## config.mk

```make
export PLATFORM = sky130hd
export DESIGN_NAME = eyescan_sweep_seq
export DESIGN_NICKNAME = d
export VERILOG_FILES = /design/src/rtl/eyescan_pkg.sv /design/src/rtl/eyescan_therm_dec.sv /design/src/rtl/eyescan_settle_timer.sv /design/src/rtl/eyescan_ones_counter.sv /design/src/rtl/eyescan_grid_stepper.sv /design/src/rtl/eyescan_sweep_seq.sv
export SDC_FILE = /design/constraint.sdc
export NUM_CORES = 1
export LEC_CHECK = 0
export CAP_MARGIN = 30
export CORE_ASPECT_RATIO = 0.8
export CORE_MARGIN = 2
export CORE_UTILIZATION = 44
export DETAILED_ROUTE_END_ITERATION = 16
export GPL_TIMING_DRIVEN = 0
export PLACE_DENSITY = 0.88
export SLEW_MARGIN = 20
export SYNTH_ARGS = -nofsm -noshare
export SYNTH_HDL_FRONTEND = slang
export SYNTH_SLANG_ARGS = --single-unit
```

## constraint.sdc

```tcl
create_clock -name clk -period 2.4 [get_ports clk]
set_input_delay 0.48 -clock clk [delete_from_list [all_inputs] [get_ports clk]]
set_output_delay 0.48 -clock clk [all_outputs]
set_load 0.02 [all_outputs]
```

## src/rtl/eyescan_pkg.sv

```systemverilog
package eyescan_pkg;

    localparam int DEF_PH_W     = 5;
    localparam int DEF_AMP_W    = 5;
    localparam int DEF_CNT_W    = 11;
    localparam int DEF_SETTLE_W = 8;

    typedef enum logic [2:0] {
        ST_IDLE,
        ST_SETTLE,
        ST_SAMPLE,
        ST_WRITE,
        ST_DONE
    } sweep_state_e;

    typedef struct packed {
        logic restart;
        logic advance;
    } grid_ctl_t;

    typedef struct packed {
        logic load;
        logic run;
    } settle_ctl_t;

    typedef struct packed {
        logic clear;
        logic take;
        logic bit_in;
    } tally_ctl_t;

endpackage

```

## src/rtl/eyescan_therm_dec.sv

```systemverilog
module eyescan_therm_dec #(
    parameter int CODE_W = 5
) (
    input  logic                     clk,
    input  logic                     rst,
    input  logic [CODE_W-1:0]        code,
    output logic [(1<<CODE_W)-1:0]   therm
);
    localparam int LEVELS = 1 << CODE_W;

    generate
        for (genvar i = 0; i < LEVELS; i++) begin : g_lvl
            assign therm[i] = (i < int'(code));
        end
    endgenerate

    // number of set bits equals the code value
    p_therm_weight_r8: assert property (@(posedge clk) disable iff (rst)
        $countones(therm) == int'(code));

    // the top level is never lit
    p_therm_top_clear_r8: assert property (@(posedge clk) disable iff (rst)
        !therm[LEVELS-1]);

endmodule

```

## src/rtl/eyescan_settle_timer.sv

```systemverilog
module eyescan_settle_timer
    import eyescan_pkg::*;
#(
    parameter int SETTLE_W = 8
) (
    input  logic                clk,
    input  logic                rst,
    input  settle_ctl_t         ctl,
    input  logic [SETTLE_W-1:0] len,
    output logic                last
);
    logic [SETTLE_W-1:0] remain;

    always_ff @(posedge clk) begin
        if (rst) begin
            remain <= '0;
        end else if (ctl.load) begin
            remain <= len;
        end else if (ctl.run && remain != '0) begin
            remain <= remain - SETTLE_W'(1);
        end
    end

    assign last = (remain <= SETTLE_W'(1));

    // while running, the count only moves downward
    p_settle_down_r5: assert property (@(posedge clk) disable iff (rst)
        (ctl.run && !ctl.load && remain > SETTLE_W'(1)) |=> (remain < $past(remain)));

endmodule

```

## src/rtl/eyescan_ones_counter.sv

```systemverilog
module eyescan_ones_counter
    import eyescan_pkg::*;
#(
    parameter int CNT_W = 11
) (
    input  logic             clk,
    input  logic             rst,
    input  tally_ctl_t       ctl,
    output logic [CNT_W-1:0] ones,
    output logic             last_take
);
    localparam logic [CNT_W-1:0] FULL = '1;

    logic [CNT_W-1:0] taken;

    always_ff @(posedge clk) begin
        if (rst || ctl.clear) begin
            ones  <= '0;
            taken <= '0;
        end else if (ctl.take) begin
            taken <= taken + CNT_W'(1);
            if (ctl.bit_in && ones != FULL) begin
                ones <= ones + CNT_W'(1);
            end
        end
    end

    assign last_take = ctl.take && (taken == FULL);

    // a full tally stays full until cleared
    p_hold_full_r3: assert property (@(posedge clk) disable iff (rst)
        (ones == FULL && !ctl.clear) |=> (ones == FULL));

    // without a clear the tally never decreases (no wrap)
    p_no_wrap_r3: assert property (@(posedge clk) disable iff (rst)
        !ctl.clear |=> (ones >= $past(ones)));

    // no strobe taken, no change
    p_idle_hold_r4: assert property (@(posedge clk) disable iff (rst)
        (!ctl.take && !ctl.clear) |=> $stable(ones));

endmodule

```

## src/rtl/eyescan_grid_stepper.sv

```systemverilog
module eyescan_grid_stepper
    import eyescan_pkg::*;
#(
    parameter int PH_W  = 5,
    parameter int AMP_W = 5
) (
    input  logic             clk,
    input  logic             rst,
    input  grid_ctl_t        ctl,
    output logic [PH_W-1:0]  phase,
    output logic [AMP_W-1:0] amp,
    output logic             last_point
);
    localparam logic [PH_W-1:0]  PH_MAX  = '1;
    localparam logic [AMP_W-1:0] AMP_MAX = '1;

    always_ff @(posedge clk) begin
        if (rst || ctl.restart) begin
            phase <= '0;
            amp   <= '0;
        end else if (ctl.advance) begin
            if (amp == AMP_MAX) begin
                amp   <= '0;
                phase <= phase + PH_W'(1);
            end else begin
                amp <= amp + AMP_W'(1);
            end
        end
    end

    assign last_point = (amp == AMP_MAX) && (phase == PH_MAX);

    // threshold is the inner index
    p_amp_inner_r6: assert property (@(posedge clk) disable iff (rst)
        (ctl.advance && !ctl.restart && amp != AMP_MAX)
        |=> (amp == AMP_W'($past(amp) + AMP_W'(1))) && $stable(phase));

    // phase moves only when the threshold sweep wraps
    p_phase_outer_r6: assert property (@(posedge clk) disable iff (rst)
        (ctl.advance && !ctl.restart && amp == AMP_MAX)
        |=> (amp == '0) && (phase == PH_W'($past(phase) + PH_W'(1))));

endmodule

```

## src/rtl/eyescan_sweep_seq.sv

```systemverilog
module eyescan_sweep_seq
    import eyescan_pkg::*;
#(
    parameter int PH_W     = DEF_PH_W,
    parameter int AMP_W    = DEF_AMP_W,
    parameter int CNT_W    = DEF_CNT_W,
    parameter int SETTLE_W = DEF_SETTLE_W
) (
    input  logic                    clk,
    input  logic                    rst,
    input  logic                    start,
    input  logic [SETTLE_W-1:0]     settle_len,
    input  logic                    cmp_valid,
    input  logic                    cmp_bit,
    output logic [PH_W-1:0]         phase_code,
    output logic [AMP_W-1:0]        amp_code,
    output logic [(1<<PH_W)-1:0]    phase_therm,
    output logic [(1<<AMP_W)-1:0]   amp_therm,
    output logic                    sampling,
    output logic                    wr_en,
    output logic [PH_W+AMP_W-1:0]   wr_addr,
    output logic [CNT_W-1:0]        wr_data,
    output logic                    done
);
    localparam int ADDR_W = PH_W + AMP_W;

    sweep_state_e state, state_nx;
    grid_ctl_t    grid_ctl;
    settle_ctl_t  settle_ctl;
    tally_ctl_t   tally_ctl;

    logic             go;
    logic             no_settle;
    logic             settle_last;
    logic             last_take;
    logic             last_point;
    logic [CNT_W-1:0] ones;

    assign go        = (state == ST_IDLE) && start;
    assign no_settle = (settle_len == '0);

    always_comb begin
        state_nx = state;
        case (state)
            ST_IDLE:   if (start) state_nx = no_settle ? ST_SAMPLE : ST_SETTLE;
            ST_SETTLE: if (settle_last) state_nx = ST_SAMPLE;
            ST_SAMPLE: if (last_take) state_nx = ST_WRITE;
            ST_WRITE: begin
                if (last_point)     state_nx = ST_DONE;
                else if (no_settle) state_nx = ST_SAMPLE;
                else                state_nx = ST_SETTLE;
            end
            ST_DONE:   state_nx = ST_IDLE;
            default:   state_nx = ST_IDLE;
        endcase
    end

    always_ff @(posedge clk) begin
        if (rst) state <= ST_IDLE;
        else     state <= state_nx;
    end

    always_comb begin
        grid_ctl.restart = go || (state == ST_DONE);
        grid_ctl.advance = (state == ST_WRITE);
        settle_ctl.load  = go || ((state == ST_WRITE) && !last_point);
        settle_ctl.run   = (state == ST_SETTLE);
        tally_ctl.clear  = go || (state == ST_WRITE);
        tally_ctl.take   = (state == ST_SAMPLE) && cmp_valid;
        tally_ctl.bit_in = cmp_bit;
    end

    eyescan_grid_stepper #(.PH_W(PH_W), .AMP_W(AMP_W)) u_grid (
        .clk        (clk),
        .rst        (rst),
        .ctl        (grid_ctl),
        .phase      (phase_code),
        .amp        (amp_code),
        .last_point (last_point)
    );

    eyescan_settle_timer #(.SETTLE_W(SETTLE_W)) u_settle (
        .clk  (clk),
        .rst  (rst),
        .ctl  (settle_ctl),
        .len  (settle_len),
        .last (settle_last)
    );

    eyescan_ones_counter #(.CNT_W(CNT_W)) u_tally (
        .clk       (clk),
        .rst       (rst),
        .ctl       (tally_ctl),
        .ones      (ones),
        .last_take (last_take)
    );

    eyescan_therm_dec #(.CODE_W(PH_W)) u_ph_therm (
        .clk   (clk),
        .rst   (rst),
        .code  (phase_code),
        .therm (phase_therm)
    );

    eyescan_therm_dec #(.CODE_W(AMP_W)) u_amp_therm (
        .clk   (clk),
        .rst   (rst),
        .code  (amp_code),
        .therm (amp_therm)
    );

    assign sampling = (state == ST_SAMPLE);
    assign wr_en    = (state == ST_WRITE);
    assign wr_addr  = {phase_code, amp_code};
    assign wr_data  = ones;
    assign done     = (state == ST_DONE);

    // each write strobe lasts one cycle
    p_write_single_r7: assert property (@(posedge clk) disable iff (rst)
        wr_en |=> !wr_en);

    // completion pulse lasts one cycle
    p_done_pulse_r9: assert property (@(posedge clk) disable iff (rst)
        done |=> !done);

    // completion directly follows the write of the last point
    p_done_after_last_r9: assert property (@(posedge clk) disable iff (rst)
        done |-> ($past(wr_en) && $past(wr_addr) == {ADDR_W{1'b1}}));

    // a start during a sweep does not pull the codes back to the origin
    p_start_ignored_r2: assert property (@(posedge clk) disable iff (rst)
        (start && state == ST_SAMPLE) |=> $stable(wr_addr));

endmodule

```

==> flow_metrics.env <==
export IMPL_status="finished clean"
export IMPL_cp_slowest_cell="clkdlybuf4s50_1"
export IMPL_p_per_area_nw_per_um2=393
export IMPL_async_flop_share_pct=0
export IMPL_clock_sinks=43
export IMPL_fp_dieH_um=75.7
export IMPL_synth_simple_area_share_pct=31.7
export IMPL_wire_per_inst_um=13.1
export IMPL_grt_pass1_vias=2604
export IMPL_hold_violations=0
export IMPL_r2r_start="u_grid.amp[2]$_SDFFE_PP0N_"
export IMPL_layout_nets=518
export IMPL_synthMuxAreaShare_pct=0.753
export IMPL_hold_path_class="reg -> reg"
export IMPL_cts_tree="done"
export IMPL_max_stage_delay_ns=0.53
export IMPL_syn_cell_area_um2=2830
export IMPL_worst_setup_path_start_kind="flop"
export IMPL_cp_arrival_ns=1.85
export IMPL_antenna_found_initial=0
export IMPL_crit_family="buffers and inverters"
export IMPL_drt_wl_total_um=7600
export IMPL_htreeDepth=2
export IMPL_worstPathMaxFanout=9
export IMPL_r2r_end="u_settle.remain[0]$_SDFFE_PP0P_"
export IMPL_core_um2=6310
export IMPL_clk_latency_ns=0.30
export IMPL_avgSynthCellArea_um2=7.42
export IMPL_synth_edff_count=0
export IMPL_reg2regPathDepth=9
export IMPL_synthTopCellsByArea="dfxtp_1 (30%), nor2_1 (7.0%), nand2_1 (5.4%)"
export IMPL_ys_seq_elements=43
export IMPL_numCtsBuffers=5
export IMPL_ys_types=56
export IMPL_fin_worst_skew_ns=0.0146
export IMPL_fin_total_pwr_w=0.00165
export IMPL_critical_path_startpoint="u_grid.amp[2]$_SDFFE_PP0N_"
export IMPL_yosys_warnings=0
export IMPL_yosys_area_top_type="dfxtp_1"
export IMPL_worstPathCellList="or2_2 -> a21o_1 -> a21o_1 -> clkdlybuf4s50_1"
export IMPL_area_growth_syn_to_layout_pct=48.6
export IMPL_drt_iter0_drc=97
export IMPL_crit_buf_inv=1
export IMPL_crit_type="reg -> out"
export IMPL_min_path_cells=2
export IMPL_vias=3044
export IMPL_cts_setup_buffers=0
export IMPL_clockBufferDepth=2
export IMPL_diodes=0
export IMPL_reg2reg_slack_ns=0.20
export IMPL_drt_antenna_violating_nets=0
export IMPL_die_area_um2=7080
export IMPL_avgViaCountPerCell=5.24
export IMPL_ir_drop_mv=0.390
export IMPL_dp_cells=574
export IMPL_required_ns=1.92
export IMPL_maxSlewViolCount=0
export IMPL_overflow=0
export IMPL_fin_crit_sh_pct=97.1
export IMPL_synth_top_area_share_pct=30.5
export IMPL_drc=0
export IMPL_pin_count=111
export IMPL_relSlewSlack_pct=61.3
export IMPL_hold_path_endpoint="u_settle.remain[1]$_SDFFE_PP0P_"
export IMPL_synth_fa_ha_area_share_pct=3.99
export IMPL_clockRootBuffer="clkbuf_8"
export IMPL_grt_total_usage_pct=20.7
export IMPL_io_buffers=108
export IMPL_cp_common_cell="a21o_1"
export IMPL_end_kind="primary output"
export IMPL_stdcell_count=581
export IMPL_drv_cap=0
export IMPL_dp_hpwl_um=5830
export IMPL_fin_setup_tns_ns=0
export IMPL_post_route_cells_drive_above_1_share_pct=12.3
export IMPL_grt_max_degree=16
export IMPL_power_leakage_nw=1.84
export IMPL_synth_compound_area_share_pct=18.0
export IMPL_period_needed_ns=2.33
export IMPL_placementRows=26
export IMPL_netlist_top_cells_count="nor2_1 (53), dfxtp_1 (43), nand2_1 (41)"
export IMPL_synth_most_common_cell="nor2_1"
export IMPL_ys_seq_area_share_pct=30.5
export IMPL_initial_core_util_pct=44.8
export IMPL_hold_start="u_settle.remain[1]$_SDFFE_PP0P_"
export IMPL_synth_top_family_by_area="simple AND/OR/NAND/NOR gates"
export IMPL_fmax_mhz=429
export IMPL_gp_congestion=0.854
export IMPL_clkTransAtPathRegs_ns=0.09
export IMPL_synth_xor_area_share_pct=5.89
export IMPL_drtPass1Iterations=4
export IMPL_die_w_um=93.6
export IMPL_worstMarginPinSlew_ns=0.566
export IMPL_grt_pass1_wl_um=11900
export IMPL_ctsResizeCount=25
export IMPL_final_util_pct=66.5
export IMPL_setup_viol=0
export IMPL_holdBufCountCts=0
export IMPL_synth_cells=381
export IMPL_synthFlopType="dfxtp_1"
-- routing by layer --
layer	up-vias	global-route usage, %	part of all wire, %
met5	-	0	0
met4	0	4.03	0.079
met3	2	4.55	6.2
met2	102	36.8	49
met1	1406	26.4	45
li1	1534	-	-
-- where the power goes --
group,internal (W),total [W],switching [W]
clock,0.000314,0.000575,0.000261
sequential,0.000740,0.000769,0.0000292
combinational,0.000129,0.000307,0.000178
-- worst register-to-register path, cell delays in order, from the launching register on --
cell and delay [ns]:
dfxtp_2 0.41, clkbuf_2 0.24, and3_1 0.19, ha_1 0.13, buf_2 0.19, nand2_1 0.14
a22oi_1 0.28, o21ai_1 0.14, mux2_2 0.29, a21oi_1 0.14
-- registers in the layout, summed over array words and instances, names as in the netlist --
signal / cells
state: 3
u_tally.ones: 11
u_grid.phase: 5
u_settle.remain: 8
u_grid.amp: 5
u_tally.taken: 11
-- cell type report --
cell class              count  area (um2)
clock buffers               5        68.8
fillers                   533        2110
clock inverters             3        46.3
inverters                  16        61.3
flip-flops and latches     43         870
multi-input cells         287        1720
repair buffers            108        1100
well taps                  84         105
plain buffers              35         224
-- logic make-up (layout without fill, tap and decap cells) --
family	count (synthesis)	after routing
buf+inv	52	167
other cells	1	2
xor+xnor	19	19
flops	43	43
compound gates	75	75
mux	2	2
fa+ha+maj	9	9
simple gates	180	180
-- cell usage in the layout (no fill, tap or decap), types with 3 or more instances in the layout --
cell type / instances
a21boi_0: 9
a21o_1: 4
a21oi_1: 24
a31oi_1: 4
and2_1: 4
and3_1: 4
buf_2: 5
buf_4: 15
clkbuf_1: 5
clkbuf_2: 3
clkbuf_4: 7
clkbuf_8: 5
clkdlybuf4s50_1: 91
dfxtp_1: 36
dfxtp_2: 7
dlygate4sd2_1: 6
dlymetal6s2s_1: 11
ha_1: 9
inv_1: 15
nand2_1: 40
nand2b_1: 4
nand3_1: 15
nand4_1: 8
nor2_1: 51
nor2b_1: 5
nor3_1: 17
nor4_1: 3
o21a_1: 3
o21ai_0: 8
o21bai_1: 6
or2_2: 3
or3_1: 7
or4_1: 4
xnor2_1: 12
xor2_1: 7
-- per-stage QoR --
step / worst slack, ns / hold WS [ns] / cell area, um2
after floorplan: 0.144 / 0.461 / 2830
after global placement: -0.164 / 0.473 / 4020
after detailed placement: -0.207 / 0.480 / 4020
after CTS: 0.0000990 / 0.497 / 4150
after global routing: -0.00461 / 0.521 / 4200
final: 0.0706 / 0.500 / 4200
-- how the worst max path moves through the flow --
| stage | cells after the start | to | slack [ns] |
|---|---|---|---|
| detailed placement | 10 | u_settle.remain[5]$_SDFFE_PP0P_ | -0.21 |
| floorplan | 10 | u_settle.remain[5]$_SDFFE_PP0P_ | 0.14 |
| global route | 4 | amp_therm[16] | -0.005 |
| CTS | 10 | u_settle.remain[5]$_SDFFE_PP0P_ | 0.0001 |
| global placement | 10 | u_settle.remain[5]$_SDFFE_PP0P_ | -0.16 |
| finish | 4 | amp_therm[8] | 0.07 |
Note: power is estimated with default switching activity, not from simulation.
